### config.mk
export PLATFORM = sky130hd
export DESIGN_NAME = evt_timer_slice
export DESIGN_NICKNAME = d
export VERILOG_FILES = /design/src/rtl/evt_timer_pkg.sv /design/src/rtl/evt_main_counter.sv /design/src/rtl/evt_chan.sv /design/src/rtl/evt_timer_slice.sv
export SDC_FILE = /design/constraint.sdc
export NUM_CORES = 1
export LEC_CHECK = 0
export CORE_ASPECT_RATIO = 1.2
export CORE_MARGIN = 3
export CORE_UTILIZATION = 25
export CTS_BUF_LIST = sky130_fd_sc_hd__clkbuf_16
export DETAILED_ROUTE_END_ITERATION = 8
export MAX_ROUTING_LAYER = met4
export PLACE_DENSITY = 0.48
export SLEW_MARGIN = 0
export SYNTH_ARGS = -nofsm -noshare
export SYNTH_HDL_FRONTEND = slang
export SYNTH_SLANG_ARGS = --single-unit
### constraint.sdc
create_clock -name clk -period 6.65 [get_ports clk]
set_input_delay 0.665 -clock clk [delete_from_list [all_inputs] [get_ports clk]]
set_output_delay 0.665 -clock clk [all_outputs]
set_load 0.02 [all_outputs]
### src/rtl/evt_timer_pkg.sv
package evt_timer_pkg;

   // register byte addresses (12-bit map)
   localparam logic [11:0] A_IDENT = 12'h000;
   localparam logic [11:0] A_GCTL  = 12'h010;
   localparam logic [11:0] A_COUNT = 12'h0F0;
   localparam logic [11:0] A_TCTL  = 12'h100;
   localparam logic [11:0] A_TCMP  = 12'h108;

   // global control bits
   localparam int unsigned G_RUN = 0;
   localparam int unsigned G_LEG = 1;

   // channel control bits
   localparam int unsigned T_IE  = 2;
   localparam int unsigned T_PER = 3;
   localparam int unsigned T_SPL = 6;
   localparam int unsigned T_M32 = 8;

   // identity capability bit
   localparam int unsigned I_LEG = 15;

   // load-split sequencing
   typedef enum logic [1:0] {
      SPL_IDLE  = 2'd0,
      SPL_ARMED = 2'd1,
      SPL_WPER  = 2'd2
   } spl_state_e;

endpackage

### src/rtl/evt_main_counter.sv
module evt_main_counter #(
   parameter int W = 32
) (
   input  logic         clk,
   input  logic         rst_n,
   input  logic         run,
   input  logic         ld,
   input  logic [W-1:0] ld_val,
   output logic [W-1:0] cnt
);

   localparam logic [W-1:0] ONE = W'(1);

   always_ff @(posedge clk) begin
      if (!rst_n)      cnt <= '0;
      else if (ld)     cnt <= ld_val;
      else if (run)    cnt <= cnt + ONE;
   end


   cnt_step_chk: assert property (@(posedge clk) disable iff (!rst_n)
      $past(run && !ld) |-> cnt == $past(cnt) + ONE);


   cnt_hold_chk: assert property (@(posedge clk) disable iff (!rst_n)
      $past(!run && !ld) |-> cnt == $past(cnt));

endmodule

### src/rtl/evt_chan.sv
module evt_chan
   import evt_timer_pkg::*;
#(
   parameter int W = 32
) (
   input  logic         clk,
   input  logic         rst_n,
   input  logic [W-1:0] cnt,
   input  logic         run,
   input  logic         cfg_wr,
   input  logic         cfg_ie,
   input  logic         cfg_per,
   input  logic         cfg_spl,
   input  logic         cfg_m32,
   input  logic         cmp_wr,
   input  logic [W-1:0] cmp_wdata,
   output logic [W-1:0] cfg_rdata,
   output logic [W-1:0] cmp_q,
   output logic         irq
);

   logic       ie_q, per_q, m32_q;
   spl_state_e spl_q;
   logic [W-1:0] period_q;
   logic       fire;

   assign fire = run && ie_q && (cnt == cmp_q);

   always_ff @(posedge clk) begin
      if (!rst_n) begin
         ie_q  <= 1'b0;
         per_q <= 1'b0;
         m32_q <= 1'b0;
      end else if (cfg_wr) begin
         ie_q  <= cfg_ie;
         per_q <= cfg_per;
         m32_q <= cfg_m32;
      end
   end

   always_ff @(posedge clk) begin
      if (!rst_n)
         spl_q <= SPL_IDLE;
      else if (cfg_wr && cfg_spl)
         spl_q <= SPL_ARMED;
      else if (cmp_wr) begin
         case (spl_q)
            SPL_ARMED: spl_q <= SPL_WPER;
            default:   spl_q <= SPL_IDLE;
         endcase
      end
   end

   always_ff @(posedge clk) begin
      if (!rst_n) begin
         cmp_q    <= '0;
         period_q <= '0;
      end else if (cmp_wr) begin
         case (spl_q)
            SPL_ARMED: cmp_q <= cmp_wdata;
            SPL_WPER:  period_q <= cmp_wdata;
            default: begin
               cmp_q    <= cmp_wdata;
               period_q <= cmp_wdata;
            end
         endcase
      end else if (fire && per_q) begin
         cmp_q <= cmp_q + period_q;
      end
   end

   always_ff @(posedge clk) begin
      if (!rst_n) irq <= 1'b0;
      else        irq <= fire;
   end

   always_comb begin
      cfg_rdata        = '0;
      cfg_rdata[T_IE]  = ie_q;
      cfg_rdata[T_PER] = per_q;
      cfg_rdata[T_SPL] = (spl_q != SPL_IDLE);
      cfg_rdata[T_M32] = m32_q;
   end


   split_period_only_chk: assert property (@(posedge clk) disable iff (!rst_n)
      ($past(cmp_wr) && $past(spl_q) == SPL_WPER) |-> (cmp_q == $past(cmp_q) && spl_q != SPL_WPER));


   reload_step_chk: assert property (@(posedge clk) disable iff (!rst_n)
      $past(fire && per_q && !cmp_wr) |-> cmp_q == $past(cmp_q) + $past(period_q));


   oneshot_hold_chk: assert property (@(posedge clk) disable iff (!rst_n)
      $past(!per_q && !cmp_wr) |-> cmp_q == $past(cmp_q));


   irq_gate_chk: assert property (@(posedge clk) disable iff (!rst_n)
      irq |-> $past(ie_q && run));


   write_wins_chk: assert property (@(posedge clk) disable iff (!rst_n)
      $past(cmp_wr && spl_q == SPL_IDLE) |-> cmp_q == $past(cmp_wdata));

endmodule

### src/rtl/evt_timer_slice.sv
module evt_timer_slice
   import evt_timer_pkg::*;
#(
   parameter int        ADDR_W     = 12,
   parameter int        DATA_W     = 32,
   parameter bit        LEGACY_CAP = 1'b1,
   parameter logic [7:0] REV_ID    = 8'h01
) (
   input  logic              clk,
   input  logic              rst_n,
   input  logic              bus_wr,
   input  logic [ADDR_W-1:0] bus_addr,
   input  logic [DATA_W-1:0] bus_wdata,
   output logic [DATA_W-1:0] bus_rdata,
   output logic              timer_irq,
   output logic              legacy_route
);

   if (ADDR_W < 9) begin : g_bad_addr
      $error("ADDR_W too small for the register map");
   end
   if (DATA_W < 16) begin : g_bad_data
      $error("DATA_W must hold the identity capability bit");
   end

   localparam logic [ADDR_W-1:0] AD_IDENT = ADDR_W'(A_IDENT);
   localparam logic [ADDR_W-1:0] AD_GCTL  = ADDR_W'(A_GCTL);
   localparam logic [ADDR_W-1:0] AD_COUNT = ADDR_W'(A_COUNT);
   localparam logic [ADDR_W-1:0] AD_TCTL  = ADDR_W'(A_TCTL);
   localparam logic [ADDR_W-1:0] AD_TCMP  = ADDR_W'(A_TCMP);

   logic sel_id, sel_g, sel_c, sel_t, sel_m;
   logic run_q, leg_q;
   logic [DATA_W-1:0] cnt, cmp, tcfg_rd, ident;

   assign sel_id = (bus_addr == AD_IDENT);
   assign sel_g  = (bus_addr == AD_GCTL);
   assign sel_c  = (bus_addr == AD_COUNT);
   assign sel_t  = (bus_addr == AD_TCTL);
   assign sel_m  = (bus_addr == AD_TCMP);

   always_ff @(posedge clk) begin
      if (!rst_n)              run_q <= 1'b0;
      else if (bus_wr && sel_g) run_q <= bus_wdata[G_RUN];
   end

   if (LEGACY_CAP) begin : g_leg
      always_ff @(posedge clk) begin
         if (!rst_n)              leg_q <= 1'b0;
         else if (bus_wr && sel_g) leg_q <= bus_wdata[G_LEG];
      end
   end else begin : g_noleg
      assign leg_q = 1'b0;
   end

   assign legacy_route = leg_q;

   always_comb begin
      ident        = '0;
      ident[7:0]   = REV_ID;
      ident[I_LEG] = LEGACY_CAP;
   end

   evt_main_counter #(.W(DATA_W)) u_cnt (
      .clk    (clk),
      .rst_n  (rst_n),
      .run    (run_q),
      .ld     (bus_wr && sel_c && !run_q),
      .ld_val (bus_wdata),
      .cnt    (cnt)
   );

   evt_chan #(.W(DATA_W)) u_chan (
      .clk       (clk),
      .rst_n     (rst_n),
      .cnt       (cnt),
      .run       (run_q),
      .cfg_wr    (bus_wr && sel_t),
      .cfg_ie    (bus_wdata[T_IE]),
      .cfg_per   (bus_wdata[T_PER]),
      .cfg_spl   (bus_wdata[T_SPL]),
      .cfg_m32   (bus_wdata[T_M32]),
      .cmp_wr    (bus_wr && sel_m),
      .cmp_wdata (bus_wdata),
      .cfg_rdata (tcfg_rd),
      .cmp_q     (cmp),
      .irq       (timer_irq)
   );

   always_comb begin
      bus_rdata = '0;
      if (sel_id)     bus_rdata = ident;
      else if (sel_g) begin
         bus_rdata[G_RUN] = run_q;
         bus_rdata[G_LEG] = leg_q;
      end
      else if (sel_c) bus_rdata = cnt;
      else if (sel_t) bus_rdata = tcfg_rd;
      else if (sel_m) bus_rdata = cmp;
   end


   running_load_ignored_chk: assert property (@(posedge clk) disable iff (!rst_n)
      $past(run_q && bus_wr && sel_c) |-> cnt == $past(cnt) + DATA_W'(1));


   legacy_follows_write_chk: assert property (@(posedge clk) disable iff (!rst_n)
      $past(bus_wr && sel_g) |-> legacy_route == ($past(bus_wdata[G_LEG]) && LEGACY_CAP));

endmodule

==> results.txt <==
For the final routed database, the setup TNS stands at 0 ps. In this design, the stage delay of the slowest critical-path cell is 620 ps. The number of rows created at floorplan came out at 68. The final critical delay including setup and external delays came out at 4110 ps. At the later pin of the worst-skew pair, clock insertion delay measures 360 ps. The number of instances in the synthesized netlist is 1011.

The die footprint is 0.0319 mm². The I/O pin total came out at 81. The share of the clock period used by the worst path came out at 61.7%. Using the TritonRoute via totals, the vias-per-cell ratio works out to 5.29. The number of setup violations in the final report came out at 0.

Entering global routing, the biggest net connects 45 pins. The clock tree skew after final layout came out at 6.99 ps. The half-perimeter wire length of the detailed placement result is 21.0 mm. The maximum achievable frequency is 0.244 GHz. Sequential cells burn 52.3% of the power. The internal power contribution came out at 0.000898 W. The number of global-route vias before repair is 7090. The count of nets left with antenna violations once routing finished came out at 0. The clock share of power came out at 42.1%. Relative to the synthesized area, the layout overhead comes to 17.8%. The fraction of final layout cells sized beyond drive strength 1 came out at 4.02%. The initial standard-cell utilization of the core is 25.6%.

The final cell count without fillers is 1431. The cell depth of the worst flop-to-flop path came out at 8. The number of nets in the finished design came out at 1122.

Routability-driven placement finished with a final weighted congestion of 0.856. In this run the worst hold path is classified as reg2reg. The worst setup path is captured at an output port. After detailed routing, the average wire length per cell comes to 19.8 µm.

The number of enable-type register cells in the synthesized netlist came out at 0. The first TritonRoute pass finished after 5 iterations. The cell area after synthesis is 0.00746 mm². The post-cts resize count is 0. Walking the worst path, the cells encountered are clkdlybuf4s50_1 > nor4_2 > nand4_1 > nor2_2 > buf_4 > a22oi_1 > a21oi_1 > clkdlybuf4s50_1.

The worst setup path is of the in2out kind. The floorplan core area came out at 0.0291 mm². The arrival time at the worst endpoint is 3440 ps. The number of buffers on the longest clock path came out at 2.

The number of fill cells in the layout is 3169. The clock sink total came out at 104. STA puts the critical path data required time at 5980 ps.

OpenSTA, run right after detailed placement, puts the worst setup slack at 2410 ps. The total of max-cap violations is 0. The number of distinct library cells after synthesis is 68.

The minimum setup slack among reg-to-reg paths is 3380 ps. Summed over all cells, the static leakage comes to 3.27 nW. Buffers inserted to repair hold after CTS numbered 0.

Leaving out fill and tap cells, the most frequent cell in the layout is sky130_fd_sc_hd__nand2_1. The all-layer global routing usage came out at 17.8%. The final count of pins violating max slew came out at 0. The total CTS buffers came out at 9.

Setup repair after global routing left no endpoint under its margin. The number of antenna cells inserted came out at 0. The synthesized design contains 104 register bits.

The routed design has 28.3 mm of wire. The number of DRC violations after detailed routing came out at 0. The depth of the CTS H-tree is 3.

The worst register-to-register path ends at u_chan.cmp_q[17]. The net count of the mapped netlist is 1091. The cell seen most often among critical-path stages is sky130_fd_sc_hd__clkdlybuf4s50_1. The cell at the root of the clock tree is sky130_fd_sc_hd__clkbuf_16. The wire length of the first global-routing pass is 42.9 mm. The measured slew at the worst slew-check pin is 1150 ps. The met3 track demand over resource in global routing is 2.38%. Among all stages on the critical path, the largest delay is contributed by sky130_fd_sc_hd__clkdlybuf4s50_1. Measured along the x axis, the die boundary spans 164 µm. Global routing consumed, on the met2 layer, 28.8% of the routing resources. The post-CTS repair timing setup buffer count came out at 0.

The first routing iteration left 527 violations. Net switching is 24.5% of the power. The clock transition at the registers of the reported paths is 70 ps. The share of the yosys chip area belonging to registers is 27.9%.

In the layout the commonest cells are sky130_fd_sc_hd__nand2_1 (142), sky130_fd_sc_hd__a21oi_1 (111), sky130_fd_sc_hd__dfxtp_1 (104). The total power divided by cell area came out at 136 mW/mm². Along the worst hold path, the cell count comes to 2. The initial antenna violation count came to 0. Input and output buffers added on the ports amount to 80.

The die is 195 µm tall. The hold violation count in the final report came out at 0. The launch point of the critical path is bus_addr[9].

The placement-stage cell area came out at 0.00853 mm². The primary flip-flop cell chosen by synthesis mapping is sky130_fd_sc_hd__dfxtp_1. In this run the worst setup path terminates at bus_rdata[0]. In this run the worst path has a maximum fanout of 25. The share of flip-flops with an asynchronous set or reset is 0%. The CTS tree is built.

The total via count after detailed routing came out at 7569. The worst register-to-register path begins at u_cnt.cnt[23]. The net switching power came out at 0.000292 W. The final critical-path setup slack came out at 2540 ps.

In this run, the combinational gates consume 5.6% of the power. The worst slew margin relative to its limit came out at 23.4%. The number of warnings printed during yosys synthesis is 0. The run finished with clean final reports. The worst setup path is launched from a primary input. The average instance area after synthesis is 7.37 µm².

The instance count after placement with tap cells included came out at 1416. The worst-case vdd ir drop is 0.104 mV. The met1 routing resource usage after global routing is 23.3%. Summed over all layers, the global routing overflow is 0.

The total non-filler cell area in the finished layout is 0.00878 mm². The layer flagged by global routing as most heavily used is met2.
kinds of logic (layout without fill, tap and decap cells):
| family | Yosys count | after routing | share of synthesized area (%) |
|---|---|---|---|
| flops | 104 | 104 | 27.9 |
| fa+ha+maj | 33 | 33 | 5.64 |
| mux | 15 | 15 | 2.05 |
| compound gates | 321 | 321 | 27.9 |
| simple gates | 398 | 398 | 25.3 |
| xor+xnor | 54 | 54 | 6.34 |
| buf+inv | 86 | 121 | 4.87 |
synth_stat cells, drive strengths merged (10+ instances only):
cell type	number	share of area, %
a211oi	32	3.4
a21oi	113	7.7
a22o	25	2.9
a311oi	10	1.4
and3	31	2.6
buf	21	1.6
clkbuf	49	2.5
dfxtp	104	28
ha	32	5.4
inv	16	0.81
mux2i	13	1.7
nand2	143	7.2
nand3	18	1.2
nand4	19	1.6
nor2	92	4.6
nor3	31	2.1
nor4	15	1.3
o21ai	68	4.6
or3	11	0.92
xnor2	19	2.2
xor2	35	4.1
power groups by stage:
| stage | Sequential [W] | Combinational [W] | Clock [W] |
|---|---|---|---|
| after global routing | 0.000622 | 0.0000699 | 0.000539 |
| after global placement | 0.000637 | 0.0000671 | 0 |
| after CTS | 0.000622 | 0.0000667 | 0.000516 |
| after detailed placement | 0.000637 | 0.0000665 | 0 |
| after floorplan | 0.000637 | 0.0000151 | 0 |
| final | 0.000622 | 0.0000664 | 0.000502 |
metal layers:
layer / routed length [µm] / vias to the layer above
li1: - / 3755
met1: 12700 / 3610
met2: 13600 / 177
met3: 1410 / 27
met4: 597 / 0
met5: 0 / -
worst min-delay path by stage:
stage,startpoint,endpoint,slack [ps]
after floorplan,u_chan.period_q[0],u_chan.period_q[0],440
final,u_chan.period_q[9],u_chan.period_q[9],460
after global placement,u_chan.period_q[23],u_chan.period_q[23],440
after global routing,u_chan.period_q[27],u_chan.period_q[27],480
after detailed placement,u_chan.period_q[29],u_chan.period_q[29],450
after CTS,u_chan.period_q[29],u_chan.period_q[29],460
state kept, by name, indices dropped and copies added (netlist names):
register         flops
u_chan.cmp_q        32
u_chan.period_q     32
u_cnt.cnt           32
u_chan.spl_q         2
legacy_route         1
run_q                1
u_chan.ie_q          1
u_chan.irq           1
u_chan.m32_q         1
u_chan.per_q         1
through the flow:
step	utilization, %	hold WS (ps)	power, W
floorplan	-	436	0.000652
finish	30.2	457	0.00119
detailed placement	29.3	450	0.000703
global route	30.2	481	0.00123
CTS	30.2	461	0.00120
global placement	29.3	443	0.000704
worst max-delay path: cells and delay by family:
family | cells | cell delay [ps]
buf+inv | 3 | 1380
simple gates | 3 | 1090
compound gates | 2 | 300
cell type report:
class / instances / area (µm²) / share of cell area (%)
clock buffer: 9 / 225 / 2.56
clock inverter: 6 / 30.0 / 0.342
inverter: 16 / 60.1 / 0.684
multi-input combinational: 821 / 5030 / 57.2
sequential: 104 / 2080 / 23.7
tap: 385 / 482 / 5.49
timing repair buffer: 90 / 876 / 9.97
No activity file was read; power rests on OpenSTA's default activity.
